### config.mk
export PLATFORM = sky130hd
export DESIGN_NAME = lut4c_cell
export DESIGN_NICKNAME = d
export VERILOG_FILES = /design/src/rtl/lut4c_pkg.sv /design/src/rtl/lut4c_cfg_store.sv /design/src/rtl/lut4c_choice.sv /design/src/rtl/lut4c_mux_tree.sv /design/src/rtl/lut4c_cell.sv
export SDC_FILE = /design/constraint.sdc
export NUM_CORES = 1
export LEC_CHECK = 0
export BUFFER_PORTS_ARGS = -buffer_cell sky130_fd_sc_hd__buf_2
export CAP_MARGIN = 10
export CORE_MARGIN = 2
export CORE_UTILIZATION = 54
export DETAILED_ROUTE_END_ITERATION = 12
export MAX_ROUTING_LAYER = met4
export PLACE_DENSITY = 0.77
export SLEW_MARGIN = 40
export SYNTH_ARGS = -nofsm -noshare
export SYNTH_HDL_FRONTEND = slang
export SYNTH_SLANG_ARGS = --single-unit
export TNS_END_PERCENT = 5
### constraint.sdc
create_clock -name clk -period 2.4 [get_ports clk]
set_input_delay 0.6 -clock clk [delete_from_list [all_inputs] [get_ports clk]]
set_output_delay 0.6 -clock clk [all_outputs]
set_load 0.1 [all_outputs]
### src/rtl/lut4c_pkg.sv
package lut4c_pkg;
    typedef enum logic [1:0] {
        CH_ZERO = 2'b00,
        CH_ONE  = 2'b01,
        CH_PASS = 2'b10,
        CH_INV  = 2'b11
    } choice_e;
endpackage

### src/rtl/lut4c_cfg_store.sv
module lut4c_cfg_store #(
    parameter int K = 4
) (
    input  logic                  clk,
    input  logic                  rst,
    input  logic                  row_we,
    input  logic [K-2:0]          row_idx,
    input  logic [1:0]            row_code,
    input  logic                  mode_we,
    input  logic                  mode_in,
    output logic [2*(2**(K-1))-1:0] row_codes,
    output logic                  mode_q
);
    localparam int ROWS = 2**(K-1);

    // one 2-bit register per row
    for (genvar r = 0; r < ROWS; r++) begin : g_row
        always_ff @(posedge clk) begin
            if (rst) begin
                row_codes[2*r +: 2] <= 2'b00;
            end else if (row_we && (row_idx == (K-1)'(r))) begin
                row_codes[2*r +: 2] <= row_code;
            end
        end
    end

    always_ff @(posedge clk) begin
        if (rst) begin
            mode_q <= 1'b0;
        end else if (mode_we) begin
            mode_q <= mode_in;
        end
    end

    // rows are untouched without a write strobe
    assert_rows_hold_R6: assert property (@(posedge clk) disable iff (rst)
        !row_we |=> $stable(row_codes));

    // a write alters at most the two bits of a single row
    assert_single_row_R6: assert property (@(posedge clk) disable iff (rst)
        row_we |=> ($countones(row_codes ^ $past(row_codes)) <= 2));

    // mode bit only moves on a mode write
    assert_mode_hold_R7: assert property (@(posedge clk) disable iff (rst)
        !mode_we |=> $stable(mode_q));
endmodule

### src/rtl/lut4c_choice.sv
module lut4c_choice
    import lut4c_pkg::*;
#(
    parameter int K = 4
) (
    input  logic [2*(2**(K-1))-1:0] row_codes,
    input  logic                    data_in,
    output logic [2**(K-1)-1:0]     row_bits
);
    localparam int ROWS = 2**(K-1);

    for (genvar r = 0; r < ROWS; r++) begin : g_pick
        choice_e code;
        assign code = choice_e'(row_codes[2*r +: 2]);
        always_comb begin
            unique case (code)
                CH_ZERO: row_bits[r] = 1'b0;
                CH_ONE:  row_bits[r] = 1'b1;
                CH_PASS: row_bits[r] = data_in;
                CH_INV:  row_bits[r] = ~data_in;
                default: row_bits[r] = 1'b0;
            endcase
        end
    end
endmodule

### src/rtl/lut4c_mux_tree.sv
module lut4c_mux_tree #(
    parameter int K = 4
) (
    input  logic [2**(K-1)-1:0] leaves,
    input  logic [K-2:0]        sel,
    output logic                root
);
    localparam int LEVELS = K - 1;
    localparam int ROWS   = 2**LEVELS;
    localparam int NODES  = 2*ROWS - 1;

    // heap layout: node i has children 2i+1 (sel bit 0) and 2i+2 (sel bit 1)
    logic [NODES-1:0] node;

    for (genvar r = 0; r < ROWS; r++) begin : g_leaf
        assign node[ROWS-1+r] = leaves[r];
    end

    for (genvar d = 0; d < LEVELS; d++) begin : g_level
        for (genvar j = 0; j < 2**d; j++) begin : g_mux
            localparam int I = (2**d) - 1 + j;
            assign node[I] = sel[LEVELS-1-d] ? node[2*I+2] : node[2*I+1];
        end
    end

    assign root = node[0];
endmodule

### src/rtl/lut4c_cell.sv
module lut4c_cell
    import lut4c_pkg::*;
#(
    parameter int K = 4
) (
    input  logic         clk,
    input  logic         rst,
    input  logic         cfg_row_we,
    input  logic [K-2:0] cfg_row_idx,
    input  logic [1:0]   cfg_row_code,
    input  logic         cfg_mode_we,
    input  logic         cfg_mode_reg,
    input  logic [K-1:0] lut_in,
    output logic         lut_out
);
    localparam int ROWS = 2**(K-1);

    logic [2*ROWS-1:0] row_codes;
    logic              mode_q;
    logic [ROWS-1:0]   row_bits;
    logic              tree_out;
    logic              ff_q;
    logic [K-2:0]      sel_idx;

    assign sel_idx = lut_in[K-1:1];

    lut4c_cfg_store #(.K(K)) u_store (
        .clk(clk), .rst(rst),
        .row_we(cfg_row_we), .row_idx(cfg_row_idx), .row_code(cfg_row_code),
        .mode_we(cfg_mode_we), .mode_in(cfg_mode_reg),
        .row_codes(row_codes), .mode_q(mode_q)
    );

    lut4c_choice #(.K(K)) u_choice (
        .row_codes(row_codes), .data_in(lut_in[0]), .row_bits(row_bits)
    );

    lut4c_mux_tree #(.K(K)) u_tree (
        .leaves(row_bits), .sel(sel_idx), .root(tree_out)
    );

    always_ff @(posedge clk) begin
        if (rst) ff_q <= 1'b0;
        else     ff_q <= tree_out;
    end

    assign lut_out = mode_q ? ff_q : tree_out;

    // code of the addressed row, read directly from the store for checking
    choice_e sel_code;
    assign sel_code = choice_e'(row_codes[{sel_idx, 1'b0} +: 2]);

    // constant codes reach the output in combinational mode
    assert_const_code_R2: assert property (@(posedge clk) disable iff (rst)
        (!mode_q && (sel_code == CH_ZERO || sel_code == CH_ONE)) |->
        (lut_out == (sel_code == CH_ONE)));

    // data codes pass or invert the data input
    assert_data_code_R3: assert property (@(posedge clk) disable iff (rst)
        (!mode_q && (sel_code == CH_PASS || sel_code == CH_INV)) |->
        (lut_out == (lut_in[0] ^ (sel_code == CH_INV))));
endmodule

* Word-level counts from Yosys, hierarchy flattened
Cells that the tools add are included.
Word-level totals: register bits 18, bits of input ports 14, output and inout bits 1
Cells by class: eq/ne operators 31, mux-type cells 16, bitwise logic cells 1, reduce and logical (&&, ||, !) cells 17
Operator list (count):
- 2-bit == test (second input constant) | 16
- 1-bit case mux with 4 select lines | 8
- 2-bit by 1-bit == test with 1-bit output (second input constant) | 8
- 2-bit zero test | 8
- 3-bit == test (second input constant) | 4
- 1-bit logical AND | 8
- 1-bit 2-to-1 mux | 8
- 3-bit by 2-bit == test with 1-bit output (second input constant) | 2
- 3-bit by 1-bit == test with 1-bit output (second input constant) | 1
- 3-bit zero test | 1
- 1-bit NOT | 1

* Longest topological paths before layout
Gate-level depths: netlist of the first run.
depth after elaboration 6, gate-level depth with buffers 5, gate-level depth less buffers 4

* Modules after synthesis
A second synthesis of the first run with hierarchy kept.
Second synthesis, totals: cells, all modules 88, area total of the unflattened synthesis 1041.0 µm²
Modules (own cells, without submodules):
- lut4c_cfg_store | times used 1, cells an instance 65, area an instance 734.5 µm²
- lut4c_choice | times used 1, cells an instance 17, area an instance 201.4 µm²
- lut4c_mux_tree | times used 1, cells an instance 3, area an instance 63.8 µm²
- lut4c_cell | times used 1, cells an instance 3, area an instance 41.3 µm²

* Worst setup path before layout of the first run
No wires, ideal clock.
path kind input port to output port, from input lut_in[0], to output lut_out, arrival time 2.898 ns, path slack -1.098 ns, cell stages on the path 5, buffers on the path 1, cell sequence buf_6 nand2_2 xor2_1 o2111a_1 o41ai_2
On the way: word-level cells in the longest chain between the ends 6, elaborated cells on any way between the ends 17, those cells by class mux (16); bitwise (1)
RTL lines:
- from (decl) | RTL line lut4c_cell.sv:13 | input logic [K-1:0] lut_in,
- 1-bit NOT | RTL line lut4c_choice.sv:20 | CH_INV: row_bits[r] = ~data_in;
- 1-bit case mux with 4 select lines | RTL line lut4c_choice.sv:16 | unique case (code)
- 1-bit 2-to-1 mux (2 in series) | RTL line lut4c_mux_tree.sv:22 | assign node[I] = sel[LEVELS-1-d] ? node[2*I+2] : node[2*I+1];
- 1-bit 2-to-1 mux * | RTL line lut4c_mux_tree.sv:22
- 1-bit 2-to-1 mux * | RTL line lut4c_cell.sv:47 | assign lut_out = mode_q ? ff_q : tree_out;
- to (decl) | RTL line lut4c_cell.sv:14 | output logic lut_out
Every way passes the cells marked *; elsewhere a longest branch is shown, timed or not.

* Final worst setup path of the first run
Ends and elaborated chain as after synthesis.

==> flow_summary.json, run 1 <==
{
  "outcome": "complete, no violations",
  "grt_first_pass_wirelength_mm": 2.94,
  "worst_setup_path_start_kind": "input port",
  "clock_sink_count": 18,
  "area.growth.synth_to_final_pct": 18.7,
  "drc_errors": 0,
  "hold_viol": 0,
  "finalClockSkew_ps": 3.80,
  "most-common-layout-cells": "nor2_1, dfxtp_1, mux2i_1, buf_2, nand2_1",
  "globalplace.congestion": 0.828,
  "cp_data_required_time_ps": 1800,
  "cts.root.buffer_cell": "clkbuf_4",
  "worstSetupPathType": "in -> out",
  "wl_per_cell_um": 14.1,
  "placement.io_buffers": 14,
  "filler_cell_count": 139,
  "synthDistinctLibCells": 33,
  "p_leak_nw": 0.485,
  "clkLatencyLatePin_ps": 290,
  "avgSynthCellArea_um2": 9.22,
  "grt.overflow.total": 0,
  "finalWorstPathRequiredPeriod_ps": 2390,
  "yosys-top-cells-area": "dfxtp_1, mux2i_1, nor2_1",
  "netlist.area_leader.share_pct": 38.3,
  "routed_wl_mm": 1.90,
  "fmaxAchievable_mhz": 419,
  "initial_utilization_pct": 55.7,
  "max_slew_margin_pct": 70.4,
  "synthesis.area_um2": 941,
  "synth_seq_cells": 18,
  "min-delay-path-class": "reg -> reg",
  "report.final.setup_viol": 0,
  "max_slew.worst_pin.slew_ps": 441,
  "cts_buffer_depth": 2,
  "postLayoutCoreUtil_pct": 66.1,
  "diodes": 0,
  "yosys.area.top_type": "dfxtp_1",
  "timing_max_transition_violations_final": 0,
  "cts_tree": "yes",
  "tritonroute_pass_1_iters": 5,
  "grt.total_usage_pct": 20.3,
  "die_height_um": 45.7,
  "placementRows": 15,
  "irDropWorstVdd_mv": 0.423,
  "dr.first_iter.drc_count": 8,
  "asyncSetResetFlopFracSynth_pct": 0,
  "place_area_mm2": 0.00106,
  "nets": 133,
  "cellPowerDensity_mw_per_mm2": 543,
  "tritoncts_buffer_count": 3,
  "layout-drive-gt1-share_pct": 27.1,
  "core-area_mm2": 0.00169,
  "synth-main-ff-cell": "dfxtp_1",
  "rsz_0062_raised_after_global_routing": "yes",
  "floorplan.die_area_mm2": 0.00209,
  "critPathCaptureType": "output pin",
  "routed-via-count": 786,
  "mapped_nets": 116,
  "worst-r2r-setup-slack_ps": 1070,
  "antenna_found_initial": 0,
  "die_width_um": 45.7,
  "synth_enable_flop_cells": 0,
  "htree_num_levels": 1,
  "path_max_fanout": 11,
  "synth-warning-count": 0,
  "grt_pass1_vias": 681,
  "syn_inst": 102,
  "cts_hold_buf": 0,
  "cp.arrival_ps": 1790,
  "clk_pin_slew_ps": 100,
  "detailed_place_hpwl_mm": 1.37,
  "timing.final.crit_share_pct": 99.4,
  "grt_max_degree": 19,
  "floorplan.io_pins": 15,
  "hold-worst-slack_ps": 526,
  "antenna_left": 0,
  "drv_cap": 0,
  "routed_via_density": 5.82,
  "final_cell_area_mm2": 0.00112,
  "yosysSeqAreaShare_pct": 38.3,
  "cts_setup_buffers": 0
}
-- cells by family after synthesis --
family / count (synthesis) / share of synthesized area (%)
buffers and inverters: 7 / 3.72
multiplexers: 17 / 18.1
AO/OA/AOI/OAI: 10 / 8.91
AND/OR/NAND/NOR: 48 / 29.1
XOR/XNOR: 2 / 1.86
flip-flops: 18 / 38.3
-- worst max-delay path: stages --
cell and delay, ps:
buf_6 110, nand2_2 60, xor2_1 150, o2111a_1 290, o41ai_4 350, buf_12 220
-- repair_timing --
item                                    4_1_cts  5_1_grt
endpoints found under the setup margin        1        1
resized for setup                             3        3
gates cloned                                  0        0
-- cell usage after synthesis (2+ instances only) --
library cell  instances
nor3b_2               2
dfxtp_1              18
nand4_1               2
nor2_1               18
clkbuf_1              4
nand4b_1              4
nand2_1               6
nor3b_1               2
nor3_1                2
o21ai_0               2
a21oi_1               3
and3_1                2
mux2i_1              17
-- stage by stage --
| step | power [mW] | worst slack (ps) | TNS (ps) | cells |
|---|---|---|---|---|
| after floorplan | 0.383 | -494 | -494 | 102 |
| after global placement | 0.420 | -59.2 | -59.2 | 131 |
| after detailed placement | 0.423 | -92.9 | -92.9 | 131 |
| after CTS | 0.606 | 8.43 | 0 | 135 |
| after global routing | 0.637 | -51.7 | -51.7 | 135 |
| final | 0.606 | 14.6 | 0 | 135 |
-- worst paths after layout --
kind / start / end / cells past startpoint
max: lut_in[0] / lut_out / 6
min: u_store.row_codes[10]$_SDFFE_PP0P_ / u_store.row_codes[10]$_SDFFE_PP0P_ / 2
max reg2reg: u_store.row_codes[10]$_SDFFE_PP0P_ / ff_q$_SDFF_PP0_ / 5
min reg2reg: u_store.row_codes[10]$_SDFFE_PP0P_ / u_store.row_codes[10]$_SDFFE_PP0P_ / 2
-- flip-flops by register name, summed over array words and instances, names as in the netlist --
register	count
u_store.mode_q	1
ff_q	1
u_store.row_codes	16
-- power by group --
group	total (mW)	switching (mW)	internal, mW
Sequential	0.313	0.00585	0.307
Combinational	0.107	0.0611	0.0460
Clock	0.187	0.0942	0.0924
Total	0.606	0.161	0.445
-- layout make-up --
cell class | instances | area [um^2] | share of cell area [%]
repair buffers | 18 | 125 | 11.2
multi-input cells | 77 | 571 | 51.1
clock buffers | 4 | 36.3 | 3.25
well taps | 17 | 21.3 | 1.90
inverters | 1 | 3.75 | 0.336
flip-flops and latches | 18 | 360 | 32.3
-- per-layer routing --
metal	GRT usage (%)	up-vias	part of all wire, %
li1	-	397	-
met1	23.5	367	48
met2	34.4	16	47
met3	4.76	6	3.1
met4	6.86	0	1.4
met5	-	-	0
Power figures use the tool's default switching activity.
==> run 2, diff against run 1 <==
--- a/config.mk
+++ b/config.mk
@@ -11,7 +11,7 @@
 export CORE_UTILIZATION = 54
 export DETAILED_ROUTE_END_ITERATION = 12
 export MAX_ROUTING_LAYER = met4
-export PLACE_DENSITY = 0.77
+export PLACE_DENSITY = 0.83
 export SLEW_MARGIN = 40
 export SYNTH_ARGS = -nofsm -noshare
 export SYNTH_HDL_FRONTEND = slang
==> constraint.sdc (replaced) <==
create_clock -name clk -period 2.5 [get_ports clk]
set_input_delay 0.625 -clock clk [delete_from_list [all_inputs] [get_ports clk]]
set_output_delay 0.625 -clock clk [all_outputs]
set_load 0.1 [all_outputs]
==> flow_summary.json, run 2 (synthesis gave the netlist of run 1 again) <==
{
  "outcome": "complete, no violations",
  "clkLatencyLatePin_ps": 290,
  "tritoncts_buffer_count": 3,
  "postLayoutSetupSlackWorst_ps": 55.3,
  "min-delay-path-class": "reg -> reg",
  "ff_latch_area_um2": 360,
  "timing.final.crit_share_pct": 97.8,
  "area.growth.synth_to_final_pct": 18.6,
  "antenna_found_initial": 0,
  "routed_wl_mm": 2.02,
  "clock_sink_count": 18,
  "cts_buffer_depth": 2,
  "timing_max_transition_violations_final": 0,
  "dr.first_iter.drc_count": 20,
  "routed_via_density": 5.97,
  "multi_input_area_um2": 568,
  "registers.top_by_ff_count": "u_store.row_codes",
  "number_of_flip_flops_in_the_largest_register": 16,
  "path_max_fanout": 12,
  "grt_first_pass_wirelength_mm": 3.04,
  "nets": 132,
  "preCtsSetupSlack_ps": -48.0,
  "drv_cap": 0,
  "grt.overflow.total": 0,
  "core-area_mm2": 0.00169,
  "globalplace.congestion": 0.762,
  "tritonroute_pass_1_iters": 4,
  "grt_max_degree": 19,
  "wl_per_cell_um": 15.0,
  "finalWorstPathRequiredPeriod_ps": 2440,
  "layout-drive-gt1-share_pct": 26.5,
  "placementRows": 15,
  "report.power.total_mw": 0.580,
  "postLayoutCoreUtil_pct": 66.1,
  "antenna_left": 0,
  "report.final.setup_viol": 0,
  "max_slew_margin_pct": 67.4,
  "die_width_um": 45.7,
  "fmaxAchievable_mhz": 409,
  "worstSetupPathType": "in -> out",
  "diodes": 0,
  "initial_utilization_pct": 55.7,
  "detailed_place_hpwl_mm": 1.39,
  "cp.arrival_ps": 1820,
  "grt.total_usage_pct": 21.6,
  "grt_pass1_vias": 721,
  "cts_tree": "yes",
  "cp_data_required_time_ps": 1880,
  "floorplan.die_area_mm2": 0.00209,
  "htree_num_levels": 1,
  "critPathCaptureType": "output pin",
  "irDropWorstVdd_mv": 0.355,
  "max_slew.worst_pin.slew_ps": 486,
  "cts_setup_buffers": 0,
  "cts_hold_buf": 0,
  "filler_cell_count": 127,
  "clk_pin_slew_ps": 100,
  "worst-r2r-setup-slack_ps": 1200,
  "floorplan.io_pins": 15,
  "die_height_um": 45.7,
  "hold_viol": 0,
  "biggestRegsByFlops": "u_store.row_codes x16, ff_q x1, u_store.mode_q x1",
  "worst_setup_path_start_kind": "input port",
  "drc_errors": 0,
  "cts.root.buffer_cell": "clkbuf_4",
  "placement.io_buffers": 14,
  "cellPowerDensity_mw_per_mm2": 519,
  "p_leak_nw": 0.472,
  "most-common-layout-cells": "nor2_1, dfxtp_1, mux2i_1, buf_2, nand2_1",
  "finalClockSkew_ps": 4.97,
  "routed-via-count": 800
}
## run 2: changes by cell type in the layout (fill, tap and decap cells not counted), sizes merged
cell | previous run | this run
buf | 18 | 17
## run 2: path summary, 6_finish.rpt
check,start,endpoint,cells past startpoint
setup / recovery,lut_in[0],lut_out,7
hold / removal,u_store.row_codes[3]$_SDFFE_PP0P_,u_store.row_codes[3]$_SDFFE_PP0P_,2
setup reg to reg,u_store.row_codes[10]$_SDFFE_PP0P_,ff_q$_SDFF_PP0_,4
hold reg to reg,u_store.row_codes[3]$_SDFFE_PP0P_,u_store.row_codes[3]$_SDFFE_PP0P_,2
## run 2: power breakdown
group | switching [mW] | internal (mW)
combinational | 0.0600 | 0.0435
sequential | 0.00560 | 0.294
clock | 0.0873 | 0.0887
## run 2: final cells by class
cell class              instances  area share (%)
inverters                       1           0.336
clock buffers                   4            3.25
flip-flops and latches         18            32.3
multi-input cells              77            50.9
well taps                      17            1.91
repair buffers                 17            11.3
## run 2: layer usage
metal  routed length [um]  GRT usage (%)  up-vias
li1                     -              -      395
met1                  828           23.7      372
met2                 1050           37.5       27
met3                  118           5.95        6
met4                   17           6.86        0
met5                    0              -        -
## run 2: repair_timing
item	CTS	global route
gates resized for setup	1	5
gates cloned	0	0
pin swaps	0	1
setup endpoints to repair	1	1
## run 2: critical path, cell delays in order
cell and delay, ps:
buf_6 120, nand2_1 70, xnor2_1 170, a2111oi_2 90, buf_4 150, o41ai_4 370
buf_12 220
## run 2: metrics by stage
stage | std cells | hold slack, ps | TNS (ps) | cell area, um^2
global route | 134 | 560 | -1.53 | 1120
floorplan | 102 | 464 | -444 | 952
global placement | 130 | 488 | -27.5 | 1060
CTS | 134 | 523 | 0 | 1100
finish | 134 | 534 | 0 | 1120
detailed placement | 130 | 498 | -48.0 | 1060
